## src/rtl/dbi_pkg.sv

```systemverilog
package dbi_pkg;
    typedef enum logic [2:0] {
        S_IDLE, S_RST_LO, S_RST_WAIT, S_CMD, S_FETCH, S_PARAM, S_RD, S_END
    } dbi_state_e;

    localparam logic [7:0] OP_RD_ID     = 8'h04;
    localparam logic [7:0] OP_RD_STATUS = 8'h09;
endpackage

```

## src/rtl/dbi_shifter.sv

```systemverilog
module dbi_shifter #(
    parameter int HALF_W = 8
) (
    input  logic              clk,
    input  logic              rst_n,
    input  logic              start,
    input  logic [HALF_W-1:0] half,
    input  logic [7:0]        tx_byte,
    input  logic              miso,
    output logic              sclk,
    output logic              mosi,
    output logic              done,
    output logic [7:0]        rx_byte
);
    logic              active_q, hi_q, done_q;
    logic [HALF_W-1:0] cnt_q;
    logic [2:0]        bit_q;
    logic [7:0]        sh_q, rx_q;

    always_ff @(posedge clk or negedge rst_n) begin
        if (!rst_n) begin
            active_q <= 1'b0;
            hi_q     <= 1'b0;
            done_q   <= 1'b0;
            cnt_q    <= '0;
            bit_q    <= '0;
            sh_q     <= '0;
            rx_q     <= '0;
        end else begin
            done_q <= 1'b0;
            if (start) begin
                active_q <= 1'b1;
                hi_q     <= 1'b0;
                cnt_q    <= half - HALF_W'(1);
                bit_q    <= '0;
                sh_q     <= tx_byte;
            end else if (active_q) begin
                if (cnt_q != '0) begin
                    cnt_q <= cnt_q - HALF_W'(1);
                end else begin
                    cnt_q <= half - HALF_W'(1);
                    if (!hi_q) begin
                        hi_q <= 1'b1;
                        rx_q <= {rx_q[6:0], miso};
                    end else begin
                        hi_q <= 1'b0;
                        if (bit_q == 3'd7) begin
                            active_q <= 1'b0;
                            done_q   <= 1'b1;
                        end else begin
                            bit_q <= bit_q + 3'd1;
                            sh_q  <= {sh_q[6:0], 1'b0};
                        end
                    end
                end
            end
        end
    end

    assign sclk    = hi_q;
    assign mosi    = sh_q[7];
    assign done    = done_q;
    assign rx_byte = rx_q;
endmodule

```

## src/rtl/dbi_rx_align.sv

```systemverilog
module dbi_rx_align (
    input  logic       clk,
    input  logic       rst_n,
    input  logic       clear,
    input  logic       dummy,
    input  logic       in_stb,
    input  logic [7:0] in_byte,
    output logic       out_stb,
    output logic [7:0] out_byte
);
    logic       have_prev_q, stb_q;
    logic [7:0] prev_q, out_q;

    always_ff @(posedge clk or negedge rst_n) begin
        if (!rst_n) begin
            have_prev_q <= 1'b0;
            stb_q       <= 1'b0;
            prev_q      <= '0;
            out_q       <= '0;
        end else begin
            stb_q <= 1'b0;
            if (clear) begin
                have_prev_q <= 1'b0;
            end else if (in_stb) begin
                if (!dummy) begin
                    out_q <= in_byte;
                    stb_q <= 1'b1;
                end else begin
                    if (have_prev_q) begin
                        out_q <= {prev_q[6:0], in_byte[7]};
                        stb_q <= 1'b1;
                    end
                    prev_q      <= in_byte;
                    have_prev_q <= 1'b1;
                end
            end
        end
    end

    assign out_stb  = stb_q;
    assign out_byte = out_q;
endmodule

```

## src/rtl/dbi_spi_master.sv

```systemverilog
module dbi_spi_master
    import dbi_pkg::*;
#(
    parameter int LEN_W        = 16,
    parameter int CMD_HALF     = 10,
    parameter int PIX_HALF     = 2,
    parameter int RD_HALF      = 50,
    parameter int SHORT_MAX    = 64,
    parameter int RST_LO_CYC   = 4000000,
    parameter int RST_WAIT_CYC = 24000000
) (
    input  logic             clk,
    input  logic             rst_n,
    input  logic             hwrst_req,
    input  logic             req_valid,
    input  logic [7:0]       req_op,
    input  logic [LEN_W-1:0] req_len,
    input  logic             req_read,
    input  logic [7:0]       tx_data,
    input  logic             tx_valid,
    output logic             tx_ready,
    output logic [7:0]       rx_data,
    output logic             rx_valid,
    output logic             busy,
    output logic             err,
    output logic             rst_done,
    output logic             spi_sclk,
    output logic             spi_mosi,
    input  logic             spi_miso,
    output logic             spi_cs_n,
    output logic             spi_dcx,
    output logic             lcd_rst_n
);
    localparam int MAXH1  = (CMD_HALF > PIX_HALF) ? CMD_HALF : PIX_HALF;
    localparam int MAXH   = (MAXH1 > RD_HALF) ? MAXH1 : RD_HALF;
    localparam int HALF_W = $clog2(MAXH + 1);
    localparam int MAXT   = (RST_LO_CYC > RST_WAIT_CYC) ? RST_LO_CYC : RST_WAIT_CYC;
    localparam int TMR_W  = $clog2(MAXT + 1);

    dbi_state_e        state_q, state_d;
    logic              go_q, rd_q, dummy_q, clr_q, err_q, done_q;
    logic [7:0]        byte_q;
    logic [HALF_W-1:0] half_q, par_half_q;
    logic [LEN_W-1:0]  len_left_q, raw_left_q;
    logic [TMR_W-1:0]  timer_q;
    logic              sh_done;
    logic [7:0]        sh_rx;
    logic              req_dummy, req_bad;

    assign req_dummy = req_read && (req_op == OP_RD_ID || req_op == OP_RD_STATUS);
    assign req_bad   = req_read && ((req_len == '0) ||
                       (req_dummy && req_len != LEN_W'(3) && req_len != LEN_W'(4)));

    // state register
    always_ff @(posedge clk or negedge rst_n) begin
        if (!rst_n) state_q <= S_IDLE;
        else        state_q <= state_d;
    end

    // next state
    always_comb begin
        state_d = state_q;
        unique case (state_q)
            S_IDLE: begin
                if (hwrst_req)                  state_d = S_RST_LO;
                else if (req_valid && !req_bad) state_d = S_CMD;
            end
            S_RST_LO:   if (timer_q == '0) state_d = S_RST_WAIT;
            S_RST_WAIT: if (timer_q == '0) state_d = S_IDLE;
            S_CMD: begin
                if (sh_done) begin
                    if (rd_q)                  state_d = S_RD;
                    else if (len_left_q == '0) state_d = S_END;
                    else                       state_d = S_FETCH;
                end
            end
            S_FETCH: if (tx_valid) state_d = S_PARAM;
            S_PARAM: begin
                if (sh_done) state_d = (len_left_q == '0) ? S_END : S_FETCH;
            end
            S_RD:  if (sh_done && raw_left_q == LEN_W'(1)) state_d = S_END;
            S_END: state_d = S_IDLE;
        endcase
    end

    // datapath registers
    always_ff @(posedge clk or negedge rst_n) begin
        if (!rst_n) begin
            go_q       <= 1'b0;
            rd_q       <= 1'b0;
            dummy_q    <= 1'b0;
            clr_q      <= 1'b0;
            err_q      <= 1'b0;
            done_q     <= 1'b0;
            byte_q     <= '0;
            half_q     <= HALF_W'(CMD_HALF);
            par_half_q <= HALF_W'(CMD_HALF);
            len_left_q <= '0;
            raw_left_q <= '0;
            timer_q    <= '0;
        end else begin
            go_q   <= 1'b0;
            clr_q  <= 1'b0;
            err_q  <= 1'b0;
            done_q <= 1'b0;
            unique case (state_q)
                S_IDLE: begin
                    if (hwrst_req) begin
                        timer_q <= TMR_W'(RST_LO_CYC - 1);
                    end else if (req_valid) begin
                        if (req_bad) begin
                            err_q <= 1'b1;
                        end else begin
                            go_q       <= 1'b1;
                            clr_q      <= 1'b1;
                            byte_q     <= req_op;
                            rd_q       <= req_read;
                            dummy_q    <= req_dummy;
                            len_left_q <= req_len;
                            raw_left_q <= req_len + LEN_W'(req_dummy);
                            half_q     <= req_read ? HALF_W'(RD_HALF) : HALF_W'(CMD_HALF);
                            par_half_q <= (req_len > LEN_W'(SHORT_MAX)) ?
                                          HALF_W'(PIX_HALF) : HALF_W'(CMD_HALF);
                        end
                    end
                end
                S_RST_LO: begin
                    if (timer_q == '0) timer_q <= TMR_W'(RST_WAIT_CYC - 1);
                    else               timer_q <= timer_q - TMR_W'(1);
                end
                S_RST_WAIT: begin
                    if (timer_q == '0) done_q  <= 1'b1;
                    else               timer_q <= timer_q - TMR_W'(1);
                end
                S_CMD: begin
                    if (sh_done) begin
                        if (rd_q) begin
                            go_q   <= 1'b1;
                            byte_q <= 8'h00;
                        end else begin
                            half_q <= par_half_q;
                        end
                    end
                end
                S_FETCH: begin
                    if (tx_valid) begin
                        byte_q     <= tx_data;
                        go_q       <= 1'b1;
                        len_left_q <= len_left_q - LEN_W'(1);
                    end
                end
                S_PARAM: ;
                S_RD: begin
                    if (sh_done) begin
                        raw_left_q <= raw_left_q - LEN_W'(1);
                        if (raw_left_q != LEN_W'(1)) go_q <= 1'b1;
                    end
                end
                S_END: ;
            endcase
        end
    end

    // outputs
    always_comb begin
        busy      = (state_q != S_IDLE);
        tx_ready  = (state_q == S_FETCH);
        spi_cs_n  = !(state_q == S_CMD || state_q == S_FETCH ||
                      state_q == S_PARAM || state_q == S_RD);
        spi_dcx   = !(state_q == S_CMD || state_q == S_RD);
        lcd_rst_n = (state_q != S_RST_LO);
        err       = err_q;
        rst_done  = done_q;
    end

    dbi_shifter #(.HALF_W(HALF_W)) u_shift (
        .clk     (clk),
        .rst_n   (rst_n),
        .start   (go_q),
        .half    (half_q),
        .tx_byte (byte_q),
        .miso    (spi_miso),
        .sclk    (spi_sclk),
        .mosi    (spi_mosi),
        .done    (sh_done),
        .rx_byte (sh_rx)
    );

    dbi_rx_align u_align (
        .clk      (clk),
        .rst_n    (rst_n),
        .clear    (clr_q),
        .dummy    (dummy_q),
        .in_stb   (sh_done && state_q == S_RD),
        .in_byte  (sh_rx),
        .out_stb  (rx_valid),
        .out_byte (rx_data)
    );
endmodule

```

## config.mk

```make
export PLATFORM = sky130hd
export DESIGN_NAME = dbi_spi_master
export DESIGN_NICKNAME = d
export VERILOG_FILES = /design/src/rtl/dbi_pkg.sv /design/src/rtl/dbi_shifter.sv /design/src/rtl/dbi_rx_align.sv /design/src/rtl/dbi_spi_master.sv
export SDC_FILE = /design/constraint.sdc
export NUM_CORES = 1
export LEC_CHECK = 0
export CORE_MARGIN = 2
export CORE_UTILIZATION = 53
export DETAILED_ROUTE_END_ITERATION = 16
export GPL_TIMING_DRIVEN = 1
export HOLD_SLACK_MARGIN = 0.02
export PLACE_DENSITY = 0.82
export SYNTH_ARGS = -nofsm -noshare
export SYNTH_HDL_FRONTEND = slang
export SYNTH_HIERARCHICAL = 1
export SYNTH_SLANG_ARGS = --single-unit
```

## constraint.sdc

```tcl
create_clock -name clk -period 2.2 [get_ports clk]
set_input_delay 0.44 -clock clk [delete_from_list [all_inputs] [get_ports clk]]
set_output_delay 0.44 -clock clk [all_outputs]
set_load 0.005 [all_outputs]
```

==> metrics.txt <==
status=finished, violations left; failing checks=setup timing; CORE AREA=about 13,000 um2; dpl ws=-939.2 ps; total number of vias=approximately 8,000; Overflow after GRT=0; worst setup margin=-288.7 ps; fin nets=around 1,000; CP Data Arrival Time=about 2900 ps; Worst EP required=about 2600 ps; DR WL met3=approximately 2500 um; Worst-Skew Late Latency=~450 ps; routed len/inst=around 23 um; TritonCTS Buffers=17; post-detail-place hpwl=approximately 14,000 um; die height=approximately 120 um; FF+latch count, synth=approximately 120; Post-Syn Area per Cell=~9.1 um2; pwr dens=1195 nW/um2; Die Width=120.8 um; vias in the first global route=~7,000; Reg clk slew, reported paths=approximately 60 ps; port buffer count=56; sequential fraction of the synthesis area=approximately 42%; starting density of the core=between 50 and 60%; number of distinct library cells after synthesis=73; DR pass1 iterations=9; Max-Cap Viols=0; Post-DRT Antenna Nets=0; full die area=~15,000 um2; Hold Crit Class=in -> reg; Min Hold Slack=~390 ps; LEAKAGE=between 4 and 5 nW; crit path max fanout=4; Post-synth EDFFs=0; Setup Skew=10.99 ps; unrepaired setup endpoints after global routing=true; worst slew pin tran=~860 ps; GR Util All Layers=between 20% and 30%; # DRC=0; max_slew headroom=roughly 42%; initial antenna violation count=0; drt via density=6.823; final hold violations=0; Cell Rows=42; met2 routed WL=~13,000 um; Clock Path Buffers=2; Routed WL=around 28,000 um; I/O Pins=57; fmax=between 400 and 500 MHz; Fillers=between 600 and 700; Clock H-tree levels=4; most frequent cells in the layout=123 x buf_4, 118 x dfrtp_1, 55 x nand2_1, 54 x nor2_1, 42 x clkdlybuf4s50_1; First DRT Iteration DRCs=between 1,000 and 1,500; largest net degree at the start of global routing=between 40 and 50; register area=3058 um2; layout overhead on the synthesized area=47.77%; area of the mapped netlist=about 7200 um2; final cycle utilization of the critical path=113.1%; ys async rst share=100.0%; top routing layer used=met4; most common cell after layout, fill and taps aside=buf_4; DRT met1 WL=9818 um; Final min period=about 2500 ps; Synth Instances=791; GP Congestion=0.8775; crit path launch type=input pin; IR drop worst, VDD=roughly 980 uV; multi-input logic area=around 4800 um2; first-pass GRT wire length=around 34,000 um; critical path class=in -> reg; Yosys warning count=6; Setup violations, final=68; Max Slew Vio Count=0; layout cells sized above 1=between 30% and 40%; Clock Tree Root=clkbuf_16; CP endpoint kind=flop; Clock Sinks=122; main flop type after synthesis=dfrtp_1; CTS tree=built; # diodes=0
## worst max-delay path: stages
cell       delay (ps)
buf_6              90
or4b_4            540
a2111oi_4         280
buf_4             200
ha_4              150
buf_4             130
nand2_4            70
nor3_4            240
nand4_1           210
xnor2_1           250
a21oi_1           110
o2bb2ai_1         160
## cells in the mapped netlist, types with 3 or more instances
library cell	instances	share of area, %
a2111oi_0	3	0.36
and2_1	3	0.26
nand3_1	32	2.2
nand2b_1	10	0.87
or2_2	3	0.26
xnor2_1	11	1.3
mux2_2	35	5.5
buf_2	7	0.48
or3_1	14	1.2
a21o_1	4	0.42
or4_1	9	0.93
nand2_1	63	3.3
a31oi_1	11	0.95
nand4_1	11	0.95
o22a_1	6	0.73
a211oi_1	9	0.93
o211ai_1	7	0.73
and3_1	12	1.0
a21oi_1	67	4.6
o22ai_1	18	1.6
and4_1	7	0.85
a22o_1	13	1.6
nor3_1	23	1.6
a31o_2	3	0.36
o21a_1	3	0.31
nor2_1	64	3.3
mux2_1	8	1.2
o31ai_1	9	0.93
ha_1	12	2.1
o21ai_0	53	3.7
o41ai_1	3	0.36
clkbuf_1	31	1.6
nand3b_1	4	0.42
xor2_1	12	1.5
o21bai_1	3	0.31
nor2b_1	6	0.52
inv_1	20	1.0
dfrtp_1	120	42
nor4_1	14	1.2
## per-layer routing
metal  global-route usage (%)  vias up
met4                    13.81        0
met2                    50.14      661
met1                    35.93     3807
met5                        0        -
li1                         -     3347
met3                    6.981      222
## metrics by stage
step	utilization, %	power, mW	std cells	TNS (ps)	instance area (um2)
after floorplan	-	6.116	798	-3288	7321
after global placement	67.05	7.622	1114	-32470	8915
after detailed placement	67.05	7.767	1114	-34660	8915
after CTS	73.74	10.99	1159	-416.9	9804
after global routing	80.31	13.17	1178	-10460	10680
final	80.31	12.76	1178	-7311	10680
## layout make-up
| cell class | instances | share of cell area [%] |
|---|---|---|
| clock buffer | 17 | 3.984 |
| clock inverter | 15 | 1.570 |
| inverter | 20 | 0.7382 |
| multi-input combinational | 615 | 45.01 |
| sequential | 122 | 28.64 |
| tap | 176 | 2.062 |
| timing repair buffer | 213 | 18.00 |
## path summary, 6_finish.rpt
path                                     start                   to  slack (ps)  depth (start not counted)
max                                  req_op[4]       raw_left_q[15]        -290                         12
min                                  req_op[6]            byte_q[6]         390                          3
max reg2reg                        timer_q[11]           state_q[0]        -240                          7
min reg2reg                u_align/out_byte[0]  u_align/out_byte[0]         510                          1
max in group asynchronous                rst_n            half_q[3]        1030                          3
min in group asynchronous                rst_n     u_shift/bit_q[2]         500                          2
## state kept, by name (all words and copies together) (netlist names), 2 cells and up
register / flops
byte_q: 8
half_q: 2
len_left_q: 16
raw_left_q: 16
state_q: 3
timer_q: 25
u_align/out_byte: 8
u_align/prev_q: 7
u_shift/bit_q: 3
u_shift/cnt_q: 6
u_shift/rx_byte: 8
u_shift/sh_q: 8
## where the power goes
| group | leakage (nW) | internal (mW) | switching, mW |
|---|---|---|---|
| Combinational | 2.64 | 2.77 | 3.47 |
| Sequential | 1.50 | 2.88 | 0.763 |
| Clock | 0.290 | 1.69 | 1.18 |
## cells by family (layout without fill, tap and decap cells)
group	Yosys count	count (layout)	share of synthesized area (%)
adders and majority gates	12	12	2.078
buffers and inverters	62	265	3.498
muxes	45	45	6.978
and+or+nand+nor	289	289	21.13
DFF	122	122	42.29
xor gates and xnor gates	23	23	2.788
AOI/OAI and AO/OA	236	237	21.14
other	2	9	0.1039
## what timing repair did
action,4_1_cts,5_1_grt
cloned,0,5
resized for setup,90,160
hold endpoints to repair,30,0
setup buffers,12,17
pin swaps,40,66
hold buffers,1,0
setup endpoints to repair,78,76
Note: power is estimated with default switching activity, not from simulation.
